--- src/rtl/pwo_pkg.sv ---
package pwo_pkg;

  parameter int unsigned CNT_W = 8;
  parameter int unsigned TAG_W = 8;

  typedef logic [CNT_W-1:0] cnt_t;

  localparam cnt_t CNT_TOP = '1;

  typedef enum logic [1:0] {
    K_POST = 2'd0,
    K_READ = 2'd1,
    K_CPL  = 2'd2,
    K_SYNC = 2'd3
  } kind_e;

  typedef struct packed {
    kind_e            kind;
    logic [TAG_W-1:0] tag;
    cnt_t             st_rd;
    cnt_t             st_cpl;
  } pkt_t;

  function automatic cnt_t sat_inc(cnt_t c);
    return (c == CNT_TOP) ? c : c + cnt_t'(1);
  endfunction

  function automatic cnt_t floor_sub(cnt_t have, cnt_t stamp);
    return (have < stamp) ? '0 : have - stamp;
  endfunction

  function automatic logic overtaken(cnt_t have, cnt_t stamp);
    return have < stamp;
  endfunction

endpackage

--- src/rtl/pwo_tx_stamper.sv ---
module pwo_tx_stamper
  import pwo_pkg::*;
(
  input  logic             clk,
  input  logic             rst_n,
  input  logic             in_valid,
  input  logic [1:0]       in_kind,
  input  logic [TAG_W-1:0] in_tag,
  output logic             in_ready,
  input  logic             chan_full,
  output logic             push,
  output pkt_t             push_pkt
);

  cnt_t  cnt_rd, cnt_cpl;
  kind_e kind_in;
  logic  at_top;
  logic  need_sync;
  logic  sync_ins;
  logic  accept;

  assign kind_in   = kind_e'(in_kind);
  assign at_top    = (cnt_rd == CNT_TOP) || (cnt_cpl == CNT_TOP);
  assign need_sync = in_valid && (kind_in == K_POST) && at_top;
  assign sync_ins  = need_sync && !chan_full;
  assign in_ready  = !chan_full && !need_sync;
  assign accept    = in_valid && in_ready;
  assign push      = sync_ins || (accept && (kind_in != K_SYNC));

  always_comb begin
    push_pkt        = '0;
    push_pkt.kind   = kind_in;
    push_pkt.tag    = in_tag;
    if (sync_ins) begin
      push_pkt.kind   = K_SYNC;
      push_pkt.tag    = '0;
      push_pkt.st_rd  = cnt_rd;
      push_pkt.st_cpl = cnt_cpl;
    end else if (kind_in == K_READ) begin
      push_pkt.st_rd  = cnt_rd;
    end else if (kind_in == K_CPL) begin
      push_pkt.st_cpl = cnt_cpl;
    end
  end

  always_ff @(posedge clk) begin
    if (!rst_n) begin
      cnt_rd  <= '0;
      cnt_cpl <= '0;
    end else if (sync_ins) begin
      cnt_rd  <= '0;
      cnt_cpl <= '0;
    end else if (accept) begin
      unique case (kind_in)
        K_POST: begin
          cnt_rd  <= cnt_rd + cnt_t'(1);
          cnt_cpl <= cnt_cpl + cnt_t'(1);
        end
        K_READ: cnt_rd  <= '0;
        K_CPL:  cnt_cpl <= '0;
        default: ;
      endcase
    end
  end

  assert_sync_stall_R3: assert property (@(posedge clk) disable iff (!rst_n)
    sync_ins |-> !in_ready);
  assert_sync_zero_R3: assert property (@(posedge clk) disable iff (!rst_n)
    sync_ins |=> (cnt_rd == '0) && (cnt_cpl == '0));
  assert_no_wrap_R3: assert property (@(posedge clk) disable iff (!rst_n)
    (cnt_rd == CNT_TOP) |=> (cnt_rd == CNT_TOP) || (cnt_rd == '0));
  assert_read_clears_R2: assert property (@(posedge clk) disable iff (!rst_n)
    (accept && kind_in == K_READ) |=> (cnt_rd == '0));

endmodule

--- src/rtl/pwo_link_fifo.sv ---
module pwo_link_fifo
  import pwo_pkg::*;
#(
  parameter int unsigned DEPTH = 16
) (
  input  logic clk,
  input  logic rst_n,
  input  logic push,
  input  pkt_t push_pkt,
  output logic full,
  input  logic hold,
  input  logic swap,
  output logic pop,
  output pkt_t pop_pkt
);

  localparam int unsigned CW = $clog2(DEPTH + 1);
  localparam int unsigned IW = (DEPTH > 1) ? $clog2(DEPTH) : 1;

  pkt_t          mem [DEPTH];
  pkt_t          nxt [DEPTH];
  logic [CW-1:0] cnt, cnt_after, cnt_nxt;
  logic          sel;

  assign full    = (cnt == CW'(DEPTH));
  assign pop     = !hold && (cnt != '0);
  assign sel     = swap && (cnt >= CW'(2));
  assign pop_pkt = sel ? mem[1] : mem[0];

  assign cnt_after = cnt - CW'(pop);
  assign cnt_nxt   = cnt_after + CW'(push);

  always_comb begin
    for (int i = 0; i < int'(DEPTH); i++) nxt[i] = mem[i];
    if (pop) begin
      for (int i = 0; i < int'(DEPTH) - 1; i++) begin
        if (i >= int'(sel)) nxt[i] = mem[i+1];
      end
    end
    if (push && (cnt_after < CW'(DEPTH))) nxt[cnt_after[IW-1:0]] = push_pkt;
  end

  always_ff @(posedge clk) begin
    for (int i = 0; i < int'(DEPTH); i++) mem[i] <= nxt[i];
  end

  always_ff @(posedge clk) begin
    if (!rst_n) cnt <= '0;
    else        cnt <= cnt_nxt;
  end

  assert_no_push_full_R10: assert property (@(posedge clk) disable iff (!rst_n)
    !(push && full));
  assert_count_bound_R10: assert property (@(posedge clk) disable iff (!rst_n)
    cnt <= CW'(DEPTH));
  assert_hold_freezes_R10: assert property (@(posedge clk) disable iff (!rst_n)
    (hold && !push) |=> $stable(cnt));

endmodule

--- src/rtl/pwo_rx_checker.sv ---
module pwo_rx_checker
  import pwo_pkg::*;
(
  input  logic             clk,
  input  logic             rst_n,
  input  logic             pop,
  input  pkt_t             pop_pkt,
  input  logic             viol_clear,
  output logic             viol_flag,
  output logic [1:0]       viol_class,
  output logic             rx_valid,
  output pkt_t             rx_pkt
);

  cnt_t  seen_rd, seen_cpl;
  logic  short_rd, short_cpl;
  logic  detect;
  kind_e det_kind;

  assign short_rd  = overtaken(seen_rd, pop_pkt.st_rd);
  assign short_cpl = overtaken(seen_cpl, pop_pkt.st_cpl);

  always_comb begin
    detect   = 1'b0;
    det_kind = K_POST;
    if (pop) begin
      unique case (pop_pkt.kind)
        K_READ: begin detect = short_rd;  det_kind = K_READ; end
        K_CPL:  begin detect = short_cpl; det_kind = K_CPL;  end
        K_SYNC: begin detect = short_rd || short_cpl; det_kind = K_SYNC; end
        default: ;
      endcase
    end
  end

  always_ff @(posedge clk) begin
    if (!rst_n) begin
      seen_rd  <= '0;
      seen_cpl <= '0;
    end else if (pop) begin
      unique case (pop_pkt.kind)
        K_POST: begin
          seen_rd  <= sat_inc(seen_rd);
          seen_cpl <= sat_inc(seen_cpl);
        end
        K_READ: seen_rd  <= floor_sub(seen_rd, pop_pkt.st_rd);
        K_CPL:  seen_cpl <= floor_sub(seen_cpl, pop_pkt.st_cpl);
        K_SYNC: begin
          seen_rd  <= floor_sub(seen_rd, pop_pkt.st_rd);
          seen_cpl <= floor_sub(seen_cpl, pop_pkt.st_cpl);
        end
        default: ;
      endcase
    end
  end

  always_ff @(posedge clk) begin
    if (!rst_n) begin
      viol_flag  <= 1'b0;
      viol_class <= 2'd0;
    end else if (viol_clear) begin
      viol_flag  <= 1'b0;
      viol_class <= 2'd0;
    end else if (!viol_flag && detect) begin
      viol_flag  <= 1'b1;
      viol_class <= det_kind;
    end
  end

  always_ff @(posedge clk) begin
    if (!rst_n) begin
      rx_valid <= 1'b0;
      rx_pkt   <= '0;
    end else begin
      rx_valid <= pop;
      rx_pkt   <= pop ? pop_pkt : '0;
    end
  end

  assert_read_detect_R5: assert property (@(posedge clk) disable iff (!rst_n)
    (pop && pop_pkt.kind == K_READ && short_rd && !viol_clear) |=> viol_flag);
  assert_cpl_detect_R6: assert property (@(posedge clk) disable iff (!rst_n)
    (pop && pop_pkt.kind == K_CPL && short_cpl && !viol_clear) |=> viol_flag);
  assert_sync_detect_R7: assert property (@(posedge clk) disable iff (!rst_n)
    (pop && pop_pkt.kind == K_SYNC && (short_rd || short_cpl) && !viol_clear)
      |=> viol_flag);
  assert_sticky_R8: assert property (@(posedge clk) disable iff (!rst_n)
    (viol_flag && !viol_clear) |=> viol_flag && $stable(viol_class));
  assert_clear_R8: assert property (@(posedge clk) disable iff (!rst_n)
    viol_clear |=> !viol_flag);

endmodule

--- src/rtl/pwo_order_guard.sv ---
module pwo_order_guard
  import pwo_pkg::*;
#(
  parameter int unsigned FIFO_DEPTH = 16
) (
  input  logic             clk,
  input  logic             rst_n,
  input  logic             in_valid,
  output logic             in_ready,
  input  logic [1:0]       in_kind,
  input  logic [TAG_W-1:0] in_tag,
  input  logic             chan_hold,
  input  logic             chan_swap,
  input  logic             viol_clear,
  output logic             viol_flag,
  output logic [1:0]       viol_class,
  output logic             rx_valid,
  output logic [1:0]       rx_kind,
  output logic [TAG_W-1:0] rx_tag,
  output logic [CNT_W-1:0] rx_stamp_rd,
  output logic [CNT_W-1:0] rx_stamp_cpl
);

  logic push, full, pop;
  pkt_t push_pkt, pop_pkt, rx_pkt;

  pwo_tx_stamper u_tx (
    .clk(clk), .rst_n(rst_n), .in_valid(in_valid), .in_kind(in_kind),
    .in_tag(in_tag), .in_ready(in_ready), .chan_full(full),
    .push(push), .push_pkt(push_pkt)
  );

  pwo_link_fifo #(.DEPTH(FIFO_DEPTH)) u_link (
    .clk(clk), .rst_n(rst_n), .push(push), .push_pkt(push_pkt), .full(full),
    .hold(chan_hold), .swap(chan_swap), .pop(pop), .pop_pkt(pop_pkt)
  );

  pwo_rx_checker u_rx (
    .clk(clk), .rst_n(rst_n), .pop(pop), .pop_pkt(pop_pkt),
    .viol_clear(viol_clear), .viol_flag(viol_flag), .viol_class(viol_class),
    .rx_valid(rx_valid), .rx_pkt(rx_pkt)
  );

  assign rx_kind      = rx_pkt.kind;
  assign rx_tag       = rx_pkt.tag;
  assign rx_stamp_rd  = rx_pkt.st_rd;
  assign rx_stamp_cpl = rx_pkt.st_cpl;

  assert_reset_quiet_R1: assert property (@(posedge clk)
    !rst_n |=> !viol_flag && !rx_valid);

endmodule

--- config.mk ---
export PLATFORM = sky130hd
export DESIGN_NAME = pwo_order_guard
export DESIGN_NICKNAME = d
export VERILOG_FILES = /design/src/rtl/pwo_pkg.sv /design/src/rtl/pwo_tx_stamper.sv /design/src/rtl/pwo_link_fifo.sv /design/src/rtl/pwo_rx_checker.sv /design/src/rtl/pwo_order_guard.sv
export SDC_FILE = /design/constraint.sdc
export NUM_CORES = 1
export LEC_CHECK = 0
export BUFFER_PORTS_ARGS = -buffer_cell sky130_fd_sc_hd__buf_2
export CAP_MARGIN = 20
export CORE_AREA = 2 2 200 202
export DETAILED_ROUTE_END_ITERATION = 10
export DIE_AREA = 0 0 202 204
export PLACE_DENSITY = 0.85
export SETUP_SLACK_MARGIN = 0.15
export SLEW_MARGIN = 15
export SYNTH_ARGS = -nofsm -noshare
export SYNTH_HDL_FRONTEND = slang
export SYNTH_HIERARCHICAL = 1
export SYNTH_SLANG_ARGS = --single-unit
--- constraint.sdc ---
create_clock -name clk -period 5.9 [get_ports clk]
set_input_delay 0.295 -clock clk [delete_from_list [all_inputs] [get_ports clk]]
set_output_delay 0.295 -clock clk [all_outputs]
set_load 0.02 [all_outputs]
# Word-level counts from Yosys, hierarchy flattened
# Memory sizes are Yosys's and may differ from the RTL's.
# Index checks and enable logic that the tools add are counted.
dict set report classes {
  n_eq_ne 13
  n_mux 24
  addsub 8
  bitwise_logic 2
  n_reduce_logical 34
  order_cmp 7
}
# cell n
set ops {}
lappend ops {{bitwise mux 416 bit} 1}
lappend ops {{two-way mux 416 bit} 1}
lappend ops {{two-way mux 390 bit} 1}
lappend ops {{demux 26 bit (select 4 bit)} 1}
lappend ops {{two-way mux 26 bit} 3}
lappend ops {{case mux 8 bit (2 select lines)} 4}
lappend ops {{two-way mux 8 bit} 7}
lappend ops {{adder 8 x 1 -> 8 bit (second input constant)} 4}
lappend ops {{== test 8 bit (second input constant)} 4}
lappend ops {{< comparator 8 bit} 2}
lappend ops {{two-way mux 16 bit} 1}
lappend ops {{subtractor 8 bit} 2}
lappend ops {{logical AND 1 bit} 11}
lappend ops {{two-way mux 10 bit} 1}
lappend ops {{nonzero test 2 bit} 4}
lappend ops {{OR reduction 2 bit} 4}
lappend ops {{== test 2 bit (second input constant)} 3}
lappend ops {{inequality test 2 bit (second input constant)} 3}
lappend ops {{case mux 2 bit (3 select lines)} 1}
lappend ops {{AND reduction 2 bit} 3}
lappend ops {{AND reduction 3 bit} 2}
lappend ops {{adder 5 x 1 -> 5 bit} 1}
lappend ops {{== test 5 bit (second input constant)} 1}
lappend ops {{greater-or-equal comparator 5 x 2 -> 1 bit (second input constant)} 1}
lappend ops {{other kinds (15)} 22}
dict set report word_totals {
  reg_bits 67
  in_bits 16
  memories 1
  wordCells 101
  ramBits 416
}
# name depth width rd rd_clocked_by_memory_dff write_ports line
set memory_table {}
lappend memory_table {u_link.mem 16 26 16 0 16 pwo_link_fifo.sv:20} ;# pkt_t mem [DEPTH];

# Logic depth before layout (Yosys ltp)
dict set report logic_depth {
  depth_word 10
  ltp_mapped 14
  ltp_nobuf 11
}

# By module
# The synthesis kept the hierarchy.
# module area_each_um2 cells_each n_inst
set modules_own_cells {}
lappend modules_own_cells {pwo_link_fifo 19326.0 1399 1}
lappend modules_own_cells {pwo_rx_checker 2770.2 317 1}
lappend modules_own_cells {pwo_tx_stamper 1138.6 142 1}

# Worst setup path before layout
# Ideal clock, no wire load.
dict set report synth_timing {
  path_type {register -> register}
  from {register u_link.cnt[3]}
  to {register (tool-made name)}
  arrival_ns 3.708
  path_stages_with_launch 11
  path_buffers 3
  setup_time_ns 0.412
  path_slack_ns 1.780
  cell_sequence {dfxtp_1 -> clkbuf_8 -> nor4_4 -> a21oi_2 -> buf_2 -> buf_2 -> ha_1 -> ha_1 -> inv_1 -> o31ai_4 -> nor2b_1}
}
# element line
set synth_rtl {}
lappend synth_rtl {{from (decl)} pwo_link_fifo.sv:22} ;# logic [CW-1:0] cnt, cnt_after, cnt_nxt;
lappend synth_rtl {{from (signal assigned)} pwo_link_fifo.sv:49} ;# else cnt <= cnt_nxt;

# Worst setup path after layout
dict set report layout_timing {
  from {register u_link.cnt[2]}
  to {register u_rx.seen_rd[7]}
}
dict set report layout_between {
  elab_cells_between_ends 16
}
# element line
set layout_rtl {}
lappend layout_rtl {{nonzero test 5 bit} pwo_link_fifo.sv:26} ;# assign pop = !hold && (cnt != '0);
lappend layout_rtl {{logical AND 1 bit} pwo_link_fifo.sv:26}
lappend layout_rtl {{named net pop} pwo_order_guard.sv:24} ;# logic push, full, pop;
lappend layout_rtl {{AND reduction 3 bit (no line)} n/a}
lappend layout_rtl {{to (signal assigned)} pwo_rx_checker.sv:43} ;# seen_rd <= sat_inc(seen_rd);
lappend layout_rtl {{to (signal assigned)} pwo_rx_checker.sv:46} ;# K_READ: seen_rd <= floor_sub(seen_rd, pop_pkt.st_rd);
lappend layout_rtl {{to (signal assigned)} pwo_rx_checker.sv:49} ;# seen_rd <= floor_sub(seen_rd, pop_pkt.st_rd);
lappend layout_rtl {{to (decl)} pwo_rx_checker.sv:15} ;# cnt_t seen_rd, seen_cpl;
# The timed path passes the listed nets, and every way through them passes these cells.
# A chain may end at the register's enable or synchronous reset.

==> results.cfg <==
[run_status]
status = completed

[sta]
fmax_mhz = 224.1
hold_violations = 0
worstMarginPinSlew_ps = 1039
slew_violations = 0
period_minus_slack_ps = 4461
rsz0062_at_grt = no
setup_viol = 0
fin_skew_ps = 13.70
period_share = 0.7562
setup_tns_ps = 0
relSlewSlack = 0.3073

[clock_network]
cts_hold_buf = 0
cts.sinks = 483
cts_made_buffers = 49
path_clk_slew_ps = 60
htree_levels = 2
clk_path_buf_depth = 3
postCtsSetupRepairBufs = 0
root_buffer = clkbuf_16
post_cts_resize_count = 0
clock_latency_ps = 570
cts_tree = yes

[setup_path]
max_stage_delay_ps = 790
path_buf_inv = 3
crit_top_cell = buf_4
crit_family = buffers and inverters
critPathLaunchType = register
worst_path_max_delay_cell = buf_4
crit_type = register to register
end_kind = register
cp.required_ps = 6410
crit_fanout = 78
crit_chain = nor4_4, a21oi_4, buf_4, buf_4, buf_4, o21ai_0, or3_1, a211oi_1, a32oi_1, nand2_1
cp_data_arrival_time_ps = 4970

[detailed_routing]
vias = 13930
dr.pass1.iters = 5
ant_nets = 0
wl_per_cell_um = 17.90
wirelength_um = 42950
via_per_inst = 5.805
drc = 0
drt_iter0_drc = 631

[power]
finalPower_mw = 15.52
power_density_mw_per_mm2 = 618.9
leakage_nw = 10.36
vdd_ir_drop_max_uv = 395.3

[placement]
portBuffers = 46
hpwl_um = 27050
place_congestion = 0.8528

[yosys]
yosysUniqueCellTypes = 97
synth_area_mm2 = 0.02323
yosys.area.top_type = dfxtp_1
syn-num-nets = 1900
syn_area_per_cell_um2 = 12.51
ys_seq_area_frac = 0.4274
synth_edf_count = 26
ys_ff_latch = 483
async_flop_share = 0
yosysMostFrequentCell = mux2_2
ys_warn_count = 6
yosys_most_used_dff = dfxtp_1
synthTopCellsByArea = dfxtp_1, mux2_2, edfxtp_1
ys_top_cells_by_count = mux2_2, dfxtp_1, mux2_4, clkbuf_1, mux2_1
synth_top_area_frac = 0.3938
synthCells = 1858

[die]
start_util = 0.5930
die-width_um = 202
rows = 73
die-height_um = 204
io_pins = 47
core_area_mm2 = 0.03918
die_area_mm2 = 0.04121

[final_layout]
diodes = 0
nNetsFinal = 1883
area_growth_pct = 7.916
drive_above_1_share = 0.5088

[global_routing]
grt_pass1_vias = 14370
grt_pass1_wl_um = 71100
antenna_found_initial = 0
grt_usage = 0.2069
overflow = 0
grt_max_degree = 193

[hold_path]
min_path_type = input pin to register

[job]
cap_violations = 0
==> worst register-to-register path, cell delays in order, from the launching register on <==
cell	delay, ps
dfxtp_1	660
nor4_4	130
a21oi_4	180
buf_4	740
buf_4	800
buf_4	740
o21ai_0	260
or3_1	380
a211oi_1	260
a32oi_1	160
nand2_1	90
==> cells by family (layout without fill, tap and decap cells) <==
kind of cell / Yosys count / count (layout) / share of synthesized area
fa+ha+maj: 26 / 26 / 0.01465
mux: 809 / 809 / 0.4004
compound gates: 152 / 152 / 0.04868
simple gates: 210 / 210 / 0.06069
xor+xnor: 16 / 16 / 0.006678
buf+inv: 162 / 179 / 0.04157
flops: 483 / 483 / 0.4274
==> routing by layer <==
metal | vias up | global-route usage | share of wire
met3 | 70 | 0.03699 | 0.032
li1 | 6782 | - | -
met2 | 193 | 0.3877 | 0.53
met1 | 6886 | 0.2405 | 0.42
met4 | 0 | 0.05856 | 0.020
met5 | - | 0 | 0
==> flip-flops by register name, summed over array words and instances (netlist names), named ones only <==
signal / count
u_link/cnt: 5
u_link/mem: 390
u_rx/rx_pkt: 26
u_rx/rx_valid: 1
u_rx/seen_cpl: 8
u_rx/seen_rd: 8
u_rx/viol_class: 2
u_rx/viol_flag: 1
u_tx/cnt_cpl: 8
u_tx/cnt_rd: 8
==> report_power, final <==
part,internal [mW],switching [mW]
Combinational,4.09,2.79
Clock,1.89,1.26
Sequential,4.77,0.728
==> worst paths after layout <==
check                                                startpoint                               to  slack (ps)  cells after the start
worst max-delay path                   u_link/cnt[2]$_SDFF_PN0_     u_rx/seen_rd[7]$_SDFFE_PN0P_        1440                     10
worst min register to register  u_rx/viol_class[1]$_SDFFE_PP0P_  u_rx/viol_class[1]$_SDFFE_PP0P_         490                      2
worst max register to register         u_link/cnt[2]$_SDFF_PN0_     u_rx/seen_rd[7]$_SDFFE_PN0P_        1440                     10
worst min-delay path                                 viol_clear  u_rx/viol_class[1]$_SDFFE_PP0P_          40                      4
==> through the flow <==
stage / std cells / setup WS (ps) / utilization / area, um2 / hold WS [ps]
detailed placement: 2312 / 1552 / 0.5972 / 23400 / 484.4
floorplan: 1858 / 1780 / - / 23230 / 416.7
global placement: 2312 / 1665 / 0.5970 / 23390 / 463.0
finish: 2400 / 1439 / 0.6399 / 25070 / 44.11
CTS: 2397 / 1491 / 0.6392 / 25050 / 8.006
global route: 2400 / 1153 / 0.6399 / 25070 / 32.14
==> layout make-up <==
cell class / count / area [um2]
Multi-Input combinational cell: 1213 / 12360
Fill cell: 2903 / 14110
Inverter: 34 / 127.6
Sequential cell: 483 / 9930
Tap cell: 525 / 656.9
Clock inverter: 17 / 229.0
Clock buffer: 68 / 1419
Timing Repair Buffer: 60 / 347.8
==> cell usage in the layout, fill, tap and decap left out, drive strengths merged, types with 5 or more instances in the layout <==
cell / instances
xnor2: 7
nor2: 23
ha: 24
a31oi: 18
edfxtp: 26
dfxtp: 457
a211oi: 6
mux2: 807
or3: 5
a211o: 5
xor2: 9
o21a: 5
nand3: 19
and4: 8
inv: 36
a21oi: 32
a311oi: 5
nand4: 8
and3: 34
nand2: 27
o211ai: 6
clkinv: 7
bufinv: 5
clkbuf: 68
and2: 17
nor2b: 28
nand2b: 10
o21ai: 30
a21o: 9
nand3b: 5
nor3: 10
buf: 60
Note: power is estimated with default switching activity, not from simulation.
